<file path="src/rtl/d32u_pkg.sv">
package d32u_pkg;

   typedef enum logic [1:0] {
      EXC_NORMAL = 2'b00,
      EXC_INF    = 2'b01,
      EXC_NAN    = 2'b10
   } exc_e;

   localparam int unsigned DPD_IN_W  = 10;
   localparam int unsigned DPD_OUT_W = 12;
   localparam int unsigned COMBO_W   = 5;

endpackage

</file>
<file path="src/rtl/d32u_dpd_group.sv">
module d32u_dpd_group
   import d32u_pkg::*;
(
   input  logic [DPD_IN_W-1:0]  dpd,
   output logic [DPD_OUT_W-1:0] bcd
);

   logic [3:0] d_hi, d_mid, d_lo;

   always_comb begin
      d_hi  = {1'b0, dpd[9:7]};
      d_mid = {1'b0, dpd[6:4]};
      d_lo  = {1'b0, dpd[2:0]};
      if (dpd[3]) begin
         unique case (dpd[2:1])
            2'b00: d_lo = {3'b100, dpd[0]};
            2'b01: begin
               d_mid = {3'b100, dpd[4]};
               d_lo  = {1'b0, dpd[6:5], dpd[0]};
            end
            2'b10: begin
               d_hi = {3'b100, dpd[7]};
               d_lo = {1'b0, dpd[9:8], dpd[0]};
            end
            default: begin
               unique case (dpd[6:5])
                  2'b00: begin
                     d_hi  = {3'b100, dpd[7]};
                     d_mid = {3'b100, dpd[4]};
                     d_lo  = {1'b0, dpd[9:8], dpd[0]};
                  end
                  2'b01: begin
                     d_hi  = {3'b100, dpd[7]};
                     d_mid = {1'b0, dpd[9:8], dpd[4]};
                     d_lo  = {3'b100, dpd[0]};
                  end
                  2'b10: begin
                     d_mid = {3'b100, dpd[4]};
                     d_lo  = {3'b100, dpd[0]};
                  end
                  default: begin
                     d_hi  = {3'b100, dpd[7]};
                     d_mid = {3'b100, dpd[4]};
                     d_lo  = {3'b100, dpd[0]};
                  end
               endcase
            end
         endcase
      end
   end

   assign bcd = {d_hi, d_mid, d_lo};

   always_comb begin

      digit_bound_chk: assert (bcd[11:8] <= 4'd9 && bcd[7:4] <= 4'd9 && bcd[3:0] <= 4'd9);
   end

endmodule

</file>
<file path="src/rtl/d32u_combo_dec.sv">
module d32u_combo_dec
   import d32u_pkg::*;
(
   input  logic [COMBO_W-1:0] combo,
   output logic [1:0]         exp_msb,
   output logic [3:0]         lead_digit,
   output logic               is_inf,
   output logic               is_nan
);

   logic large_lead;

   always_comb begin
      large_lead = (combo[4:3] == 2'b11);
      is_inf     = (combo == 5'b11110);
      is_nan     = (combo == 5'b11111);
      if (large_lead) begin
         exp_msb    = combo[2:1];
         lead_digit = {3'b100, combo[0]};
      end else begin
         exp_msb    = combo[4:3];
         lead_digit = {1'b0, combo[2:0]};
      end
   end

   always_comb begin

      lead_range_chk: assert (lead_digit <= 4'd9);

      special_excl_chk: assert (!(is_inf && is_nan));
   end

endmodule

</file>
<file path="src/rtl/d32u_classify.sv">
module d32u_classify
   import d32u_pkg::*;
#(
   parameter int unsigned COEF_W = 28
)(
   input  logic              sign,
   input  logic              is_inf,
   input  logic              is_nan,
   input  logic [COEF_W-1:0] coef,
   output exc_e              exc
);

   logic coef_zero;

   always_comb begin
      coef_zero = (coef == '0);
      if (is_nan || sign || (!is_inf && coef_zero))
         exc = EXC_NAN;
      else if (is_inf)
         exc = EXC_INF;
      else
         exc = EXC_NORMAL;
   end

   always_comb begin

      exc_code_chk: assert ($onehot0(exc));

      zero_not_normal_chk: assert (!(coef_zero && exc == EXC_NORMAL));
   end

endmodule

</file>
<file path="src/rtl/dec32_log_unpack.sv">
module dec32_log_unpack
   import d32u_pkg::*;
#(
   parameter int unsigned DPD_GROUPS = 2,
   parameter int unsigned EXP_CONT_W = 6,
   parameter int unsigned OUT_REG    = 1,
   localparam int unsigned DIGITS    = 1 + 3 * DPD_GROUPS,
   localparam int unsigned COEF_W    = 4 * DIGITS,
   localparam int unsigned EXP_W     = EXP_CONT_W + 2,
   localparam int unsigned TRAIL_W   = DPD_IN_W * DPD_GROUPS,
   localparam int unsigned WORD_W    = 1 + COMBO_W + EXP_CONT_W + TRAIL_W
)(
   input  logic              clk,
   input  logic              rst_n,
   input  logic              in_valid,
   input  logic [WORD_W-1:0] in_word,
   output logic              out_valid,
   output logic              out_sign,
   output logic [EXP_W-1:0]  out_exp,
   output logic [COEF_W-1:0] out_coef,
   output logic [1:0]        out_exc
);

   localparam int unsigned SIGN_BIT = WORD_W - 1;
   localparam int unsigned COMBO_HI = WORD_W - 2;
   localparam int unsigned ECONT_HI = WORD_W - 2 - COMBO_W;
   localparam int unsigned EXP_MAX  = 3 * (2 ** EXP_CONT_W) - 1;

   if (DPD_GROUPS < 1) begin : g_bad_groups
      $error("DPD_GROUPS must be at least 1");
   end
   if (EXP_CONT_W < 1) begin : g_bad_econt
      $error("EXP_CONT_W must be at least 1");
   end
   if (OUT_REG > 1) begin : g_bad_outreg
      $error("OUT_REG must be 0 or 1");
   end

   logic [COMBO_W-1:0]    in_combo;
   logic [EXP_CONT_W-1:0] in_exp_cont;
   logic [1:0]            exp_msb;
   logic [3:0]            lead_digit;
   logic                  is_inf, is_nan, is_special;
   logic [TRAIL_W/DPD_IN_W*DPD_OUT_W-1:0] trail_bcd;
   logic [COEF_W-1:0]     coef_dec, coef_n;
   logic [EXP_W-1:0]      exp_n;
   exc_e                  exc_n;

   assign in_combo    = in_word[COMBO_HI -: COMBO_W];
   assign in_exp_cont = in_word[ECONT_HI -: EXP_CONT_W];

   d32u_combo_dec u_combo (
      .combo      (in_combo),
      .exp_msb    (exp_msb),
      .lead_digit (lead_digit),
      .is_inf     (is_inf),
      .is_nan     (is_nan)
   );

   for (genvar g = 0; g < DPD_GROUPS; g++) begin : g_dpd
      d32u_dpd_group u_grp (
         .dpd (in_word[g*DPD_IN_W +: DPD_IN_W]),
         .bcd (trail_bcd[g*DPD_OUT_W +: DPD_OUT_W])
      );
   end

   assign coef_dec   = {lead_digit, trail_bcd};
   assign is_special = is_inf | is_nan;
   assign exp_n      = is_special ? '0 : {exp_msb, in_exp_cont};
   assign coef_n     = is_special ? '0 : coef_dec;

   d32u_classify #(.COEF_W(COEF_W)) u_class (
      .sign   (in_word[SIGN_BIT]),
      .is_inf (is_inf),
      .is_nan (is_nan),
      .coef   (coef_n),
      .exc    (exc_n)
   );

   if (OUT_REG == 1) begin : g_reg
      always_ff @(posedge clk or negedge rst_n) begin
         if (!rst_n) begin
            out_valid <= 1'b0;
            out_sign  <= 1'b0;
            out_exp   <= '0;
            out_coef  <= '0;
            out_exc   <= EXC_NORMAL;
         end else begin
            out_valid <= in_valid;
            if (in_valid) begin
               out_sign <= in_word[SIGN_BIT];
               out_exp  <= exp_n;
               out_coef <= coef_n;
               out_exc  <= exc_n;
            end
         end
      end


      valid_follow_chk: assert property (@(posedge clk) disable iff (!rst_n)
         in_valid |=> out_valid);

      idle_drop_chk: assert property (@(posedge clk) disable iff (!rst_n)
         !in_valid |=> !out_valid);

      small_exp_chk: assert property (@(posedge clk) disable iff (!rst_n)
         (in_valid && in_combo[4:3] != 2'b11) |=>
            (out_exp == $past({in_combo[4:3], in_exp_cont})));

      neg_nan_chk: assert property (@(posedge clk) disable iff (!rst_n)
         (in_valid && in_word[SIGN_BIT]) |=> (out_exc == EXC_NAN));

      inf_code_chk: assert property (@(posedge clk) disable iff (!rst_n)
         (in_valid && !in_word[SIGN_BIT] && in_combo == 5'b11110) |=> (out_exc == EXC_INF));

      special_clear_chk: assert property (@(posedge clk) disable iff (!rst_n)
         (in_valid && in_combo[4:1] == 4'b1111) |=> (out_exp == '0 && out_coef == '0));

      normal_nonzero_chk: assert property (@(posedge clk) disable iff (!rst_n)
         (out_valid && out_exc == EXC_NORMAL) |-> (out_coef != '0 && out_exp <= EXP_W'(EXP_MAX)));
   end else begin : g_comb
      assign out_valid = in_valid;
      assign out_sign  = in_word[SIGN_BIT];
      assign out_exp   = exp_n;
      assign out_coef  = coef_n;
      assign out_exc   = exc_n;
   end

endmodule

</file>
<file path="config.mk">
export PLATFORM = sky130hd
export DESIGN_NAME = dec32_log_unpack
export DESIGN_NICKNAME = d
export VERILOG_FILES = /design/src/rtl/d32u_pkg.sv /design/src/rtl/d32u_dpd_group.sv /design/src/rtl/d32u_combo_dec.sv /design/src/rtl/d32u_classify.sv /design/src/rtl/dec32_log_unpack.sv
export SDC_FILE = /design/constraint.sdc
export NUM_CORES = 1
export LEC_CHECK = 0
export BUFFER_PORTS_ARGS = -buffer_cell sky130_fd_sc_hd__buf_2
export CAP_MARGIN = 20
export CORE_MARGIN = 5
export CORE_UTILIZATION = 52
export DETAILED_ROUTE_END_ITERATION = 16
export PLACE_DENSITY = 0.9
export SYNTH_ARGS = -nofsm -noshare
export SYNTH_HDL_FRONTEND = slang
export SYNTH_HIERARCHICAL = 1
export SYNTH_SLANG_ARGS = --single-unit
export TNS_END_PERCENT = 1
</file>
<file path="constraint.sdc">
create_clock -name clk -period 0.95 [get_ports clk]
set_clock_uncertainty 0.15 [all_clocks]
set_input_delay 0.0475 -clock clk [delete_from_list [all_inputs] [get_ports clk]]
set_output_delay 0.0475 -clock clk [all_outputs]
set_load 0.01 [all_outputs]
</file>
* After elaboration in Yosys (flattened, before gate mapping)
Cells that the tools add are included.
** Word-level totals
- Bits in registers :: 40
- Input bits :: 35
- Logic and storage cells :: 54
** Operators by class
- Equal/unequal tests :: 11
- Multiplexer cells :: 24
- Bitwise operators :: 1
- Reductions and logical operators :: 13
** Operators by type and width (count)
- 4-bit two-way mux :: 13
- 4-bit one-hot mux with 2 select lines :: 4
- 28-bit logical NOT :: 1
- 28-bit two-way mux :: 1
- 4-bit one-hot mux with 3 select lines :: 2
- 2-bit == test (second input constant) :: 5
- 5-bit == test (second input constant) :: 2
- 2-bit by 1-bit == test with 1-bit output (second input constant) :: 4
- 2-bit logical NOT :: 4
- 8-bit two-way mux :: 1
- 2-bit OR reduction :: 4
- 2-bit two-way mux :: 2
- 1-bit logical OR :: 2
- 1-bit logical AND :: 1
- 1-bit logical NOT :: 1
- 1-bit two-way mux :: 1
- 1-bit bitwise OR :: 1

* Logic depth before layout (Yosys ltp)
- Depth in word-level cells :: 9
- Gate-level depth with buffers :: 9
- Gate-level depth less buffers :: 8

* Cells and area by module
Netlist, hierarchy kept.
** By module, submodules not included
- dec32_log_unpack :: times used 1, cells an instance 195, area each 1996.9 um^2
- d32u_dpd_group :: times used 2, cells an instance 28, area each 163.9 um^2
- d32u_classify :: times used 1, cells an instance 13, area each 73.8 um^2
- d32u_combo_dec :: times used 1, cells an instance 13, area each 71.3 um^2

* Worst setup path before layout
No wires, ideal clock.
- Kind :: input -> register
- Start :: input port in_word[28]
- End :: register out_exc[1]
- Library setup time :: 64 ps
- Arrival time :: 1355 ps
- Required time :: 736 ps
- Path slack :: -619 ps
- Stages :: 9
- Buffers on the path :: 1
- Path through :: nand4_1 nor2_1 nor2_2 clkbuf_1 and2_1 nor4_1 nand4_1 o21ai_1 mux2_2
** On the way
- Cells in the longest elaborated chain, start to end :: 7
** Ends and longest elaborated chain
- from (decl) :: line dec32_log_unpack.sv:16 : input logic [WORD_W-1:0] in_word,
- 5-bit == test :: line d32u_combo_dec.sv:15 : is_inf = (combo == 5'b11110);
- via is_inf :: line dec32_log_unpack.sv:43 : logic is_inf, is_nan, is_special;
- 1-bit bitwise OR :: line dec32_log_unpack.sv:68 : assign is_special = is_inf | is_nan;
- 28-bit two-way mux :: line dec32_log_unpack.sv:70 : assign coef_n = is_special ? '0 : coef_dec;
- via coef_n[7] :: line dec32_log_unpack.sv:45 : logic [COEF_W-1:0] coef_dec, coef_n;
- 28-bit logical NOT :: line d32u_classify.sv:16 : coef_zero = (coef == '0);
- 1-bit logical AND :: line d32u_classify.sv:17 : if (is_nan || sign || (!is_inf && coef_zero))
- 1-bit logical OR :: line d32u_classify.sv:17
- 2-bit two-way mux :: line d32u_classify.sv:17
- via exc_n[1] :: line dec32_log_unpack.sv:47 : exc_e exc_n;
- to (signal assigned) :: line dec32_log_unpack.sv:94 : out_exc <= exc_n;
- to (decl) :: line dec32_log_unpack.sv:21 : output logic [1:0] out_exc
The timed path passes the listed nets, and every way through them passes these cells.
A chain may end at the register's enable or synchronous reset.

* Final worst setup path
- Start :: input port in_word[11]
- End :: register out_exc[1]
** On the way
- Cells in the longest elaborated chain, start to end :: 9
** Ends and longest elaborated chain
- 2-bit by 1-bit == test with 1-bit output / 2-bit logical NOT (equally long branches) :: line d32u_dpd_group.sv:15 : unique case (dpd[2:1])
- 2-bit OR reduction (no line)
- 4-bit one-hot mux with 2 select lines (*) :: line d32u_dpd_group.sv:15
- 4-bit two-way mux (*) :: line d32u_dpd_group.sv:14 : if (dpd[3]) begin
- via coef_dec[23] :: line dec32_log_unpack.sv:45
- 28-bit two-way mux (*) :: line dec32_log_unpack.sv:70
- 28-bit logical NOT (*) :: line d32u_classify.sv:16
- 1-bit logical AND (*) :: line d32u_classify.sv:17
- 1-bit logical OR (*) :: line d32u_classify.sv:17
- 2-bit two-way mux (*) :: line d32u_classify.sv:17
- via exc_n[1] :: line dec32_log_unpack.sv:47
The timed path passes the listed nets; every way through them passes the cells marked *.

==> results by group <==
Final layout
  – Leading cell type in the layout, fill and taps excluded: buf_2
  – Final net count: 429
  – Antenna diodes: 0
  – Ratio of cells with drive above 1 in the final layout: 45.1%
  – Fill cells: 294
  – Finished Core Util: 75.6%
  – Final instance area: 3520 um2
  – Synth-to-layout area growth: 42.7%
  – Non-Filler Instances: 449
  – Most frequent cells in the layout: buf_2, nand2_1, inv_1

Power
  – Total power: 4.66 mW
  – Clock Power Share: 30.3%
  – Power per cell area: 1320 nW/um2
  – Flop pwr share: 41.8%
  – Net Sw Frac: 29.4%
  – Internal: between 3 and 4 mW
  – Comb pwr share: ~28%
  – VDD IR max: 742 uV
  – Total net switching power: 1.37 mW
  – Leak: 1.80 nW

Yosys
  – Synth warn: 6
  – Yosys reg bits: 40
  – Synth area leaders: dfrtp_1, o22ai_2, and2_1
  – Synth unique cells: 28
  – Average size of a mapped cell: a little under 9 um2
  – Post-Syn Nets: 312
  – Share of the synthesized area in the top cell type: 40.5%
  – Mapped Area: ~2500 um2
  – Synth area leader: dfrtp_1
  – Seq/Total Area, Yosys: about two fifths
  – Synth Instances: roughly 280

Routing
  – DRC Markers: 0
  – Starting DRT DRC Count: 190
  – Drt wl/cell: 15.4 um
  – DR vias: around 2.4k
  – Router iterations before antenna repair: 4
  – Final WL: 6900 um
  – Vias per Instance: 5.27
  – Final ANT Viol Nets: 0

Placed design
  – Placed cell area: 3150 um2
  – Cells after DPL: 427
  – Port bufs: 74
  – GPL Wtd Cong: between 0.8 and 0.9
  – DP HPWL: 4530 um
  – DP Worst Slack: -0.829 ns

Global route
  – Overall routing resource usage: 22.1%
  – Total gr overflow: 0
  – Largest net degree at the start of global routing: just over 40
  – Global-route wire length before repair: 11000 um
  – Vias in the first global route: 2376
  – Initial antenna violation count: 0

CTS
  – # hold bufs at CTS: 14
  – Worst-path clk slew: around 0.090 ns
  – Clock sink count: 40
  – H-tree level count: 2
  – Root buffer cell: clkbuf_8
  – Clock Path Buffers: 2
  – Worst-Skew Late Latency: 0.30 ns
  – Inserted Clock Buffers: 5
  – CTS tree: done

STA
  – Unrepaired setup endpoints after global routing: true
  – Fin crit share: 158%
  – Post-route setup TNS: -4.40 ns
  – Slew Limit Fails: 0
  – Final Hold Fails: 2
  – Final hold slack: -0.0460 ns
  – Final worst path period need: 1.50 ns
  – Slew headroom: approximately four fifths
  – Final setup viols: 78
  – Final setup margin: -0.553 ns
  – Max frequency: roughly 670 MHz
  – Worst Tran Pin Value: 0.299 ns

Floorplanning
  – Core Area: 4660 um2
  – # IOs: 75
  – Initial Utilization: 53.0%
  – Die area: 6230 um2
  – Die Ht: 78.9 um
  – Die W: around 80 um
  – # rows: 25

Worst setup path
  – CP Launch Type: input pin
  – Worst path arrival time: 1.60 ns
  – CP cell instances: buf_2, buf_4, nand2_1, o211a_1, nor2b_1, and2_1, nor4_1, nand4_1, o21ai_1, mux2_2
  – WS Path Type: input pin to flip-flop
  – Buf/Inv on CP: 2
  – CP max FO: 4
  – CP max stage cell: nor4_1
  – Critical Path RT: 1.04 ns
  – Crit path largest cell delay: 0.32 ns
  – Endpoint class of the critical path: flip-flop
  – Top Family by Delay on Critical Path: simple AND/OR/NAND/NOR gates

Min path
  – Worst Hold Class: input pin to flip-flop

Run
  – Max-cap violations: 0

Run status
  – Failing checks: hold timing, setup timing
  – Status: finished with violations
[metal layers]
metal | routed length [um] | up-vias | GRT usage [%]
met3 | 426 | 22 | 4.54
li1 | - | 1138 | -
met5 | 0 | - | 0
met1 | 2850 | 1113 | 27.0
met4 | 217 | 0 | 9.79
met2 | 3410 | 93 | 37.6
[power by group through the flow]
stage	Combinational, mW	Clock [mW]	Sequential (mW)
after floorplan	0.549	0	2.05
final	1.30	1.41	1.95
after CTS	1.24	1.45	1.94
after detailed placement	1.16	0	1.98
after global placement	1.12	0	1.97
after global routing	1.41	1.51	1.97
[synthesized netlist by cell type]
| master | instances |
|---|---|
| dfrtp_1 | 40 |
| or2_1 | 1 |
| nand4_1 | 3 |
| nor2_2 | 1 |
| o211a_1 | 2 |
| buf_6 | 3 |
| buf_4 | 11 |
| o21ai_0 | 6 |
| a32o_1 | 2 |
| and3_1 | 2 |
| nor2_1 | 10 |
| nor4_1 | 6 |
| a21boi_0 | 4 |
| nand2_1 | 48 |
| and2_1 | 29 |
| nand3_1 | 2 |
| o22ai_1 | 8 |
| mux2_2 | 3 |
| clkbuf_1 | 4 |
| buf_2 | 4 |
| nor2b_1 | 6 |
| mux2_4 | 2 |
| o21ai_1 | 1 |
| and2_4 | 1 |
| o22ai_2 | 30 |
| a21oi_1 | 4 |
| inv_1 | 43 |
| nor3_1 | 1 |
[kinds of logic (layout without fill, tap and decap cells)]
group	Yosys count	in the layout	synth area share [%]
buffers and inverters	65	183	12.7
flip-flops	40	40	40.5
AO/OA/AOI/OAI	57	57	22.3
AND/OR/NAND/NOR	110	110	21.9
multiplexers	5	5	2.58
[timing repair]
action	CTS	global route
setup endpoints to repair	78	79
endpoints found under the hold margin	56	1
resized for setup	9	20
pin swaps	17	3
setup buffers	0	0
[cell type report]
type / instances / area [um2] / share of cell area (%)
inverters: 43 / 161 / 4.58
clock buffers: 5 / 68.8 / 1.95
repair buffers: 132 / 965 / 27.4
multi-input cells: 172 / 1220 / 34.6
flip-flops and latches: 40 / 1000 / 28.4
clock inverters: 3 / 42.5 / 1.21
well taps: 54 / 67.6 / 1.92
[path summary, 6_finish.rpt]
kind	startpoint	endpoint	slack, ns	cells past startpoint
min in group asynchronous	rst_n	out_coef[16]$_DFFE_PN0P_	0.09	3
max reg2reg	out_exc[1]$_DFFE_PN0P_	out_exc[1]$_DFFE_PN0P_	0.01	1
min	in_word[31]	out_sign$_DFFE_PN0P_	-0.05	3
max in group asynchronous	rst_n	out_exp[5]$_DFFE_PN0P_	0.35	3
max	in_word[11]	out_exc[1]$_DFFE_PN0P_	-0.55	10
min reg2reg	out_sign$_DFFE_PN0P_	out_sign$_DFFE_PN0P_	0.36	1
[state kept, by name (all words and copies together) (netlist names)]
register and flops:
out_coef 28, out_exc 2, out_exp 8, out_sign 1, out_valid 1
No activity file was read; power rests on OpenSTA's default activity.
